--- config.mk ---
export PLATFORM = sky130hd
export DESIGN_NAME = txdesc_engine
export DESIGN_NICKNAME = d
export VERILOG_FILES = /design/src/rtl/txdesc_pkg.sv /design/src/rtl/txdesc_ring_ptr.sv /design/src/rtl/txdesc_frame_ctl.sv /design/src/rtl/txdesc_engine.sv
export SDC_FILE = /design/constraint.sdc
export NUM_CORES = 1
export LEC_CHECK = 0
export BUFFER_PORTS_ARGS = -buffer_cell sky130_fd_sc_hd__buf_2
export CAP_MARGIN = 20
export CORE_ASPECT_RATIO = 2
export CORE_MARGIN = 1.5
export CORE_UTILIZATION = 55
export DETAILED_ROUTE_END_ITERATION = 10
export PLACE_DENSITY = 0.93
export SLEW_MARGIN = 20
export SYNTH_ARGS = -nofsm -noshare
export SYNTH_HDL_FRONTEND = slang
export SYNTH_SLANG_ARGS = --single-unit
--- constraint.sdc ---
create_clock -name clk -period 2.9 [get_ports clk]
set_clock_uncertainty 0.15 [all_clocks]
set_input_delay 0.145 -clock clk [delete_from_list [all_inputs] [get_ports clk]]
set_output_delay 0.145 -clock clk [all_outputs]
set_load 0.02 [all_outputs]
--- src/rtl/txdesc_pkg.sv ---
package txdesc_pkg;
    localparam int CTRL_W = 16;
    localparam int B_RDY  = 15;
    localparam int B_WRAP = 14;
    localparam int B_LAST = 13;
    localparam int B_PAD  = 12;
    localparam int B_OFLD = 11;
    localparam int B_HUGE = 10;
    localparam int B_UN   = 9;
    localparam int B_TR   = 8;
    localparam int B_AE   = 7;

    typedef enum logic [2:0] {
        S_IDLE, S_FETCH, S_REQ, S_BYTE, S_WBACK
    } eng_state_t;
endpackage

--- src/rtl/txdesc_ring_ptr.sv ---
module txdesc_ring_ptr #(
    parameter int IDX_W = 3
) (
    input  logic             clk,
    input  logic             rst_n,
    input  logic             adv,
    input  logic             wrap,
    output logic [IDX_W-1:0] idx
);
    always_ff @(posedge clk or negedge rst_n) begin
        if (!rst_n)    idx <= '0;
        else if (adv)  idx <= wrap ? '0 : idx + 1'b1;
    end


    ring_wrap_chk: assert property (@(posedge clk) disable iff (!rst_n)
        (adv && wrap) |=> (idx == '0));
endmodule

--- src/rtl/txdesc_frame_ctl.sv ---
module txdesc_frame_ctl #(
    parameter int LEN_W = 16
) (
    input  logic             clk,
    input  logic             rst_n,
    input  logic [LEN_W-1:0] max_len,
    input  logic             huge_en,
    input  logic             accept_first,
    input  logic             misalign,
    input  logic             ofld_in,
    input  logic             hfe_in,
    input  logic             byte_fire,
    input  logic             underrun,
    input  logic             frame_done,
    output logic             first,
    output logic             discard,
    output logic             flag_un,
    output logic             flag_tr,
    output logic             flag_ae,
    output logic             ofld,
    output logic             cut_now
);
    localparam logic [LEN_W-1:0] ONE = LEN_W'(1);

    logic [LEN_W-1:0] cnt;
    logic             hfe_q;
    logic             limit_on;

    assign limit_on = !(huge_en || hfe_q);
    assign cut_now  = limit_on && ((cnt + ONE) == max_len);

    always_ff @(posedge clk or negedge rst_n) begin
        if (!rst_n) begin
            first <= 1'b1; discard <= 1'b0; flag_un <= 1'b0; flag_tr <= 1'b0;
            flag_ae <= 1'b0; ofld <= 1'b0; hfe_q <= 1'b0; cnt <= '0;
        end else if (frame_done) begin
            first <= 1'b1; discard <= 1'b0; flag_un <= 1'b0; flag_tr <= 1'b0;
            flag_ae <= 1'b0; ofld <= 1'b0;
        end else begin
            if (accept_first) begin
                first <= 1'b0;
                ofld  <= ofld_in;
                hfe_q <= hfe_in;
                cnt   <= '0;
                if (misalign) begin
                    flag_ae <= 1'b1;
                    discard <= 1'b1;
                end
            end
            if (byte_fire) begin
                cnt <= cnt + ONE;
                if (cut_now) begin
                    flag_tr <= 1'b1;
                    discard <= 1'b1;
                end
            end
            if (underrun) begin
                flag_un <= 1'b1;
                discard <= 1'b1;
            end
        end
    end


    cnt_within_max_chk: assert property (@(posedge clk) disable iff (!rst_n)
        (byte_fire && limit_on && max_len != '0) |-> (cnt < max_len));
endmodule

--- src/rtl/txdesc_engine.sv ---
module txdesc_engine
    import txdesc_pkg::*;
#(
    parameter int IDX_W = 3,
    parameter int AW    = 16,
    parameter int LEN_W = 16,
    localparam int DW   = CTRL_W + LEN_W + AW
) (
    input  logic              clk,
    input  logic              rst_n,
    input  logic              en,
    input  logic [LEN_W-1:0]  max_len,
    input  logic              huge_en,
    output logic              desc_rd_en,
    output logic [IDX_W-1:0]  desc_rd_addr,
    input  logic [DW-1:0]     desc_rd_data,
    output logic              desc_wr_en,
    output logic [IDX_W-1:0]  desc_wr_addr,
    output logic [CTRL_W-1:0] desc_wr_status,
    output logic              buf_rd,
    output logic [AW-1:0]     buf_addr,
    input  logic              buf_vld,
    input  logic              buf_err,
    input  logic [7:0]        buf_data,
    output logic              tx_valid,
    output logic [7:0]        tx_data,
    output logic              tx_last,
    output logic              tx_abort,
    output logic              tx_offload
);
    localparam logic [LEN_W-1:0] ONE = LEN_W'(1);

    eng_state_t state_q, state_d;
    logic [CTRL_W-1:0] ctrl_q;
    logic [LEN_W-1:0]  len_q, off_q;
    logic [AW-1:0]     ptr_q;
    logic [IDX_W-1:0]  idx;

    logic [CTRL_W-1:0] d_ctrl;
    logic [LEN_W-1:0]  d_len;
    logic [AW-1:0]     d_ptr;
    logic d_ready, d_misalign, accept, skip, underrun, desc_end, byte_fire;
    logic first, discard, flag_un, flag_tr, flag_ae, ofld, cut_now;

    assign d_ctrl     = desc_rd_data[DW-1 -: CTRL_W];
    assign d_len      = desc_rd_data[AW +: LEN_W];
    assign d_ptr      = desc_rd_data[AW-1:0];
    assign d_ready    = d_ctrl[B_RDY] && (d_len != '0);
    assign d_misalign = d_ctrl[B_PAD] && (d_ptr[2:0] != 3'b000);
    assign accept     = (state_q == S_FETCH) && d_ready;
    assign skip       = discard || (first && d_misalign);
    assign underrun   = (state_q == S_BYTE) && (!buf_vld || buf_err);
    assign byte_fire  = (state_q == S_BYTE) && !underrun;
    assign desc_end   = (off_q + ONE) == len_q;

    txdesc_ring_ptr #(.IDX_W(IDX_W)) u_ring (
        .clk(clk), .rst_n(rst_n),
        .adv(state_q == S_WBACK), .wrap(ctrl_q[B_WRAP]), .idx(idx)
    );

    txdesc_frame_ctl #(.LEN_W(LEN_W)) u_frame (
        .clk(clk), .rst_n(rst_n), .max_len(max_len), .huge_en(huge_en),
        .accept_first(accept && first), .misalign(d_misalign),
        .ofld_in(d_ctrl[B_OFLD]), .hfe_in(d_ctrl[B_HUGE]),
        .byte_fire(byte_fire), .underrun(underrun),
        .frame_done((state_q == S_WBACK) && ctrl_q[B_LAST]),
        .first(first), .discard(discard), .flag_un(flag_un), .flag_tr(flag_tr),
        .flag_ae(flag_ae), .ofld(ofld), .cut_now(cut_now)
    );

    // state register
    always_ff @(posedge clk or negedge rst_n) begin
        if (!rst_n) state_q <= S_IDLE;
        else        state_q <= state_d;
    end

    always_comb begin
        state_d = state_q;
        unique case (state_q)
            S_IDLE:  if (en) state_d = S_FETCH;
            S_FETCH: if (!d_ready)  state_d = S_IDLE;
                     else if (skip) state_d = S_WBACK;
                     else           state_d = S_REQ;
            S_REQ:   state_d = S_BYTE;
            S_BYTE:  if (underrun || cut_now || desc_end) state_d = S_WBACK;
                     else                                 state_d = S_REQ;
            S_WBACK: state_d = S_IDLE;
            default: state_d = S_IDLE;
        endcase
    end

    // descriptor datapath
    always_ff @(posedge clk or negedge rst_n) begin
        if (!rst_n) begin
            ctrl_q <= '0; len_q <= '0; ptr_q <= '0; off_q <= '0;
        end else if (accept) begin
            ctrl_q <= d_ctrl; len_q <= d_len; ptr_q <= d_ptr; off_q <= '0;
        end else if (byte_fire) begin
            off_q <= off_q + ONE;
        end
    end

    // outputs
    always_comb begin
        desc_rd_en     = (state_q == S_IDLE) && en;
        desc_rd_addr   = idx;
        desc_wr_en     = (state_q == S_WBACK);
        desc_wr_addr   = idx;
        desc_wr_status = ctrl_q;
        desc_wr_status[B_RDY] = 1'b0;
        desc_wr_status[B_UN]  = ctrl_q[B_LAST] && flag_un;
        desc_wr_status[B_TR]  = ctrl_q[B_LAST] && flag_tr;
        desc_wr_status[B_AE]  = ctrl_q[B_LAST] && flag_ae;
        buf_rd         = (state_q == S_REQ);
        buf_addr       = ptr_q + AW'(off_q);
        tx_valid       = byte_fire;
        tx_data        = buf_data;
        tx_last        = byte_fire && (cut_now || (desc_end && ctrl_q[B_LAST]));
        tx_abort       = underrun;
        tx_offload     = byte_fire && ofld;
    end


    byte_follows_req_chk: assert property (@(posedge clk) disable iff (!rst_n)
        tx_valid |-> $past(buf_rd));

    one_outstanding_chk: assert property (@(posedge clk) disable iff (!rst_n)
        buf_rd |=> !buf_rd);

    abort_excl_chk: assert property (@(posedge clk) disable iff (!rst_n)
        tx_abort |-> !tx_valid);

    wb_after_activity_chk: assert property (@(posedge clk) disable iff (!rst_n)
        desc_wr_en |=> !desc_wr_en);
endmodule

---- After elaboration in Yosys (flattened, before gate mapping) ----
Cells that the tools add are included.
W data, S select, Z words.
word-level totals
  register bits after elaboration ......... 92
  bits of input ports ..................... 78
operators by class
  add/subtract/negate cells ............... 4
  equal/unequal tests ..................... 7
  mux-type cells .......................... 28
  bitwise gates (word level) .............. 1
  reduce and logical (&&, ||, !) cells .... 39
operators with widths
  cell                     count
  $mux W16                 4
  $add A16 B1 Y16 const B  2
  $eq A16 B16 Y1           2
  $mux W1                  18
  $add A16 B16 Y16         1
  $logic_and A1 B1 Y1      16
  $reduce_bool A16 Y1      1
  $mux W3                  5
  $reduce_bool A2 Y1       7
  $pmux W3 S4              1
  $reduce_and A2 Y1        4
  $eq A3 B2 Y1 const B     2
  $logic_or A1 B1 Y1       6
  $add A3 B1 Y3 const B    1
  $eq A3 B1 Y1 const B     1
  $eq A3 B3 Y1 const B     1
  $logic_not A1 Y1         3
  $logic_not A3 Y1         1
  $reduce_bool A3 Y1       1
  $ne A2 B2 Y1 const B     1
  $not A1 Y1               1

---- Depth between registers and ports, before layout ----
  depth in word-level cells ............... 9
  depth in mapped cells ................... 10

---- Hierarchy ----
Synthesis repeated with hierarchy kept, for this count alone.
second synthesis, totals
  cell total of the unflattened synthesis .. 665
  area total of the unflattened synthesis .. 5771.8 um^2
modules (own cells, without submodules)
  module            times used  cells an instance  area each (um^2)  sequential area each (um^2)
  txdesc_engine     1           468                3968.8            1576.5
  txdesc_frame_ctl  1           184                1655.3            576.8
  txdesc_ring_ptr   1           13                 147.6             75.1

---- Worst setup path before layout ----
Ideal clock, no wire load.
  kind .................................... register to output
  start ................................... reg off_q[0]
  end ..................................... out buf_addr[14]
  data arrival time ....................... 2.718 ns
  path slack .............................. -0.113 ns
  cell stages (with the launch flop) ...... 11
  path buffers ............................ 0
  cells stage by stage .................... dfrtp_1 > ha_1 > inv_1 > fa_1 > nor2b_1 > o21a_1 > o21ai_0 > a21oi_1 > a211o_1 > nand2_1 > o311ai_0
between the ends
  cells in the longest elaborated chain, start to end .. 1
ends and longest elaborated chain
  element                 line                  text
  start, declared         txdesc_engine.sv:35   logic [LEN_W-1:0] len_q, off_q;
  start signal, assigned  txdesc_engine.sv:99   off_q <= off_q + ONE;
  $add A16 B16 Y16        txdesc_engine.sv:115  buf_addr = ptr_q + AW'(off_q);
  end, declared           txdesc_engine.sv:21   output logic [AW-1:0] buf_addr,
Every way passes these cells.

---- Final worst setup path ----
  start ................................... reg u_frame.cnt[2]
  end ..................................... out tx_last
between the ends
  cells in the longest elaborated chain, start to end .. 5
ends and longest elaborated chain
  element                 line                    text
  start, declared         txdesc_frame_ctl.sv:25  logic [LEN_W-1:0] cnt;
  start signal, assigned  txdesc_frame_ctl.sv:51  cnt <= cnt + ONE;
  $add A16 B1 Y16         txdesc_frame_ctl.sv:30  assign cut_now = limit_on && ((cnt + ONE) == max_len);
  $eq A16 B16 Y1          txdesc_frame_ctl.sv:30
  $logic_and A1 B1 Y1     txdesc_frame_ctl.sv:30
  $logic_or A1 B1 Y1      txdesc_engine.sv:118    tx_last = byte_fire && (cut_now || (desc_end && ctrl_q[B_LAST]));
  $logic_and A1 B1 Y1     txdesc_engine.sv:118
  end, declared           txdesc_engine.sv:27     output logic tx_last,
Every way passes these cells.

==> impl_results.md <==
* Total leakage power at 3.56 nW
* CTS tree: done
* Via count at about 6000
* Die X at 75.2 um
* Final Hold Vio Count at 0
* I/O Pins at roughly 130
* Adder-Cell Fraction of Synth Area at under 10%
* Top fanout value on the critical path at 7
* Worst vdd ir at about 0.55 mV
* Hold Startpoint: buf_data[2]
* Failing checks: setup timing
* Slew Limit Headroom at approximately half
* Post-synth EDFFs at 0
* Clock Tree Buf Depth at 2
* Synth Area in XOR/XNOR at 8.87%
* Wirelength per Cell at about 19 um
* Flops & latches, synth at around 90
* WS Path Type: register to output port
* Critical Path Source: u_frame.cnt[2]
* Register area share after synthesis at about two fifths
* Worst hold-check path type: input port to output port
* Clk slew on worst S/H paths at about 0.070 ns
* IO buf count at 110
* Remaining global-route overflow at 0
* Max Slew Vio Count at 0
* Unrepaired setup endpoints after global routing: true
* Placed Instances at approximately 900
* Fin crit share at 108%
* CTS buffer count at 9
* DRC viols at 0
* Fmax at roughly 320 MHz
* Sink Count at roughly 90
* WP data required at ~2.6 ns
* Cell variety after synth at 72
* Setup violations, final at 3
* Row count at 52
* DR iter-0 viols at between 600 and 700
* Detail Route Antenna Nets at 0
* Synth Area in Simple Gates at about a quarter
* Synth async-reset ratio at 100%
* Reg-to-reg startpoint: u_frame.cnt[0]
* First-pass GRT wire length at approximately 29 mm
* R2R setup slack at 0.10 ns
* GRT Util Overall at 33.7%
* Mapped cell area at 5730 um2
* Largest family of logic cells by synthesized area: simple AND/OR/NAND/NOR gates
* Clock Root Buffer: clkbuf_16
* CP startpoint kind: register
* Final Wtd Congestion at approximately 0.94
* Post-layout min period at approximately 3.1 ns
* Vias/cell at roughly 6
* Synth Flop Type: dfrtp_1
* Arrival @ worst endpoint at 2.82 ns
* Filler cell count at 648
* Worst-Skew Late Latency at ~0.35 ns
* Worst Setup End Kind: output port
* Non-filler instance count after layout at 976
* # H-tree levels at 3
* Chip height at between 100 and 150 um
* Area fraction in compound gates after synthesis at 14.5%
* Vias in the first global route at a little over 6000
* Dpl hpwl at 11.6 mm
* Layout cells sized above 1 at 29.6%
* Largest net degree at the start of global routing at 59
* Number of iterations in the first detailed-routing pass at 8
* FF/Latch Area at around 2200 um2
* Ys Warns at 0
* Area grow syn2layout at 32.4%
* Mapped Nets at 753
* Core area at approximately 10000 um2
* Antenna fix cells at 0
* Nets at approximately 930
* Outcome: finished, violations left
* Post-Syn Instances at approximately 660
* Mapped Avg Cell Area at between 8 and 9 um2
* Initial Utilization at 56.4%
* Post-synthesis mux area share at about 3.9%
* Max-cap violation count at 0
* Final wirelength at roughly 19 mm
* Die area at around 11000 um2
* PnR worst setup slack at -0.218 ns
* Setup_tns at -0.541 ns
* Antenna violations before repair at 0
* Multi-input gate area at approximately 3400 um2
* Least-Margin Pin Slew at 0.765 ns
* Pwr Density at 743 nW/um2
[report_power, final]
part           internal [mW]  switching, mW
sequential              1.64          0.346
clock                  0.613          0.517
combinational           1.06           1.45
total                   3.31           2.32
[flip-flops by register name, indices dropped and copies added (netlist names)]
name,flops
ctrl_q,12
u_frame.flag_tr,1
u_frame.flag_ae,1
u_frame.first,1
len_q,16
state_q,3
u_frame.cnt,16
u_frame.discard,1
u_ring.idx,3
u_frame.hfe_q,1
off_q,16
ptr_q,16
u_frame.ofld,1
u_frame.flag_un,1
[placed cells by master (no fill, tap or decap), types with 8 or more instances in the layout]
cell	count
nand2_1	147
buf_2	103
dfrtp_1	83
buf_4	54
o21ai_0	52
dlygate4sd3_1	46
xnor2_1	37
nor2_1	34
xor2_1	19
nor3_1	18
nand3_1	18
mux2_2	17
a21oi_1	15
ha_1	15
inv_1	11
nor4_1	10
clkbuf_16	9
o31ai_1	8
[logic make-up (layout without fill, tap and decap cells)]
logic type / count (synthesis) / after routing
other: 1 / 1
DFF: 89 / 89
and+or+nand+nor: 291 / 291
xor gates and xnor gates: 58 / 58
AOI/OAI and AO/OA: 126 / 126
adders and majority gates: 19 / 19
muxes: 20 / 20
buffers and inverters: 52 / 237
[synth_stat cells (all sizes together), types with 3 or more instances]
library cell	n	area share (%)
nand2	149	9.8
o2111ai	4	0.72
nand3	20	1.8
nand4	9	1.5
nor4	17	2.7
xnor2	39	6.0
a21oi	18	1.6
nand2b	6	0.66
xor2	19	2.9
o21a	3	0.39
o31ai	8	1.0
dfrtp	88	38
inv	13	0.85
and3	9	1.0
mux2	17	3.3
nor2b	5	0.55
a21o	3	0.41
o21ai	55	4.8
o41ai	3	0.46
nor3	18	1.6
and2	7	0.79
nor2	35	2.3
a31oi	4	0.44
or3	5	0.63
buf	21	2.6
mux2i	3	0.52
ha	18	3.9
a211oi	6	0.87
clkbuf	17	1.1
[cell type report]
type	count	share of cell area (%)
multi-input combinational	515	45.0
sequential	89	29.5
timing repair buffer	207	18.8
clock buffer	10	3.15
tap	135	2.23
inverter	14	0.693
clock inverter	6	0.627
[routing by layer]
layer  GRT usage (%)  vias up  part of all wire (%)
li1                -     2651                     -
met1            36.0     2881                    34
met2            57.1      375                    53
met3            6.38      126                   6.2
met4            23.3        0                   7.5
met5               0        -                     0
[critical path: stages (launching register included)]
cell and delay, ns:
dfrtp_2 0.46, nand3_4 0.15, or3_1 0.44, a2111oi_4 0.48
nand2_1 0.16, nor4_2 0.31, nand2b_1 0.12, a21oi_2 0.20
buf_6 0.14
[through the flow]
stage                     hold slack [ns]  power (mW)  util, %  worst slack, ns  instance area (um2)
after global routing                0.140        5.90     74.7           -0.283                 7580
final                               0.140        5.63     74.7           -0.218                 7580
after CTS                           0.140        5.44     73.8           -0.173                 7490
after global placement              0.112        4.06     64.5           0.0157                 6550
after floorplan                    -0.301        3.47        -            0.134                 5730
after detailed placement            0.107        4.16     64.5         -0.00129                 6550
[what timing repair did]
| action | CTS | global route |
|---|---|---|
| setup buffers | 9 | 1 |
| hold buffers | 46 | 0 |
| pin swaps | 12 | 4 |
| endpoints found under the hold margin | 102 | 0 |
| setup endpoints to repair | 6 | 10 |
| resized for setup | 28 | 23 |
[path summary, 6_finish.rpt]
path / end / cells past startpoint
worst max-delay path: tx_last / 8
worst min-delay path: tx_data[2] / 0
worst max register to register: state_q[2] / 9
worst min register to register: ctrl_q[0] / 2
max in group asynchronous: u_frame.cnt[0] / 3
min in group asynchronous: ctrl_q[0] / 2
Power figures use the tool's default switching activity.
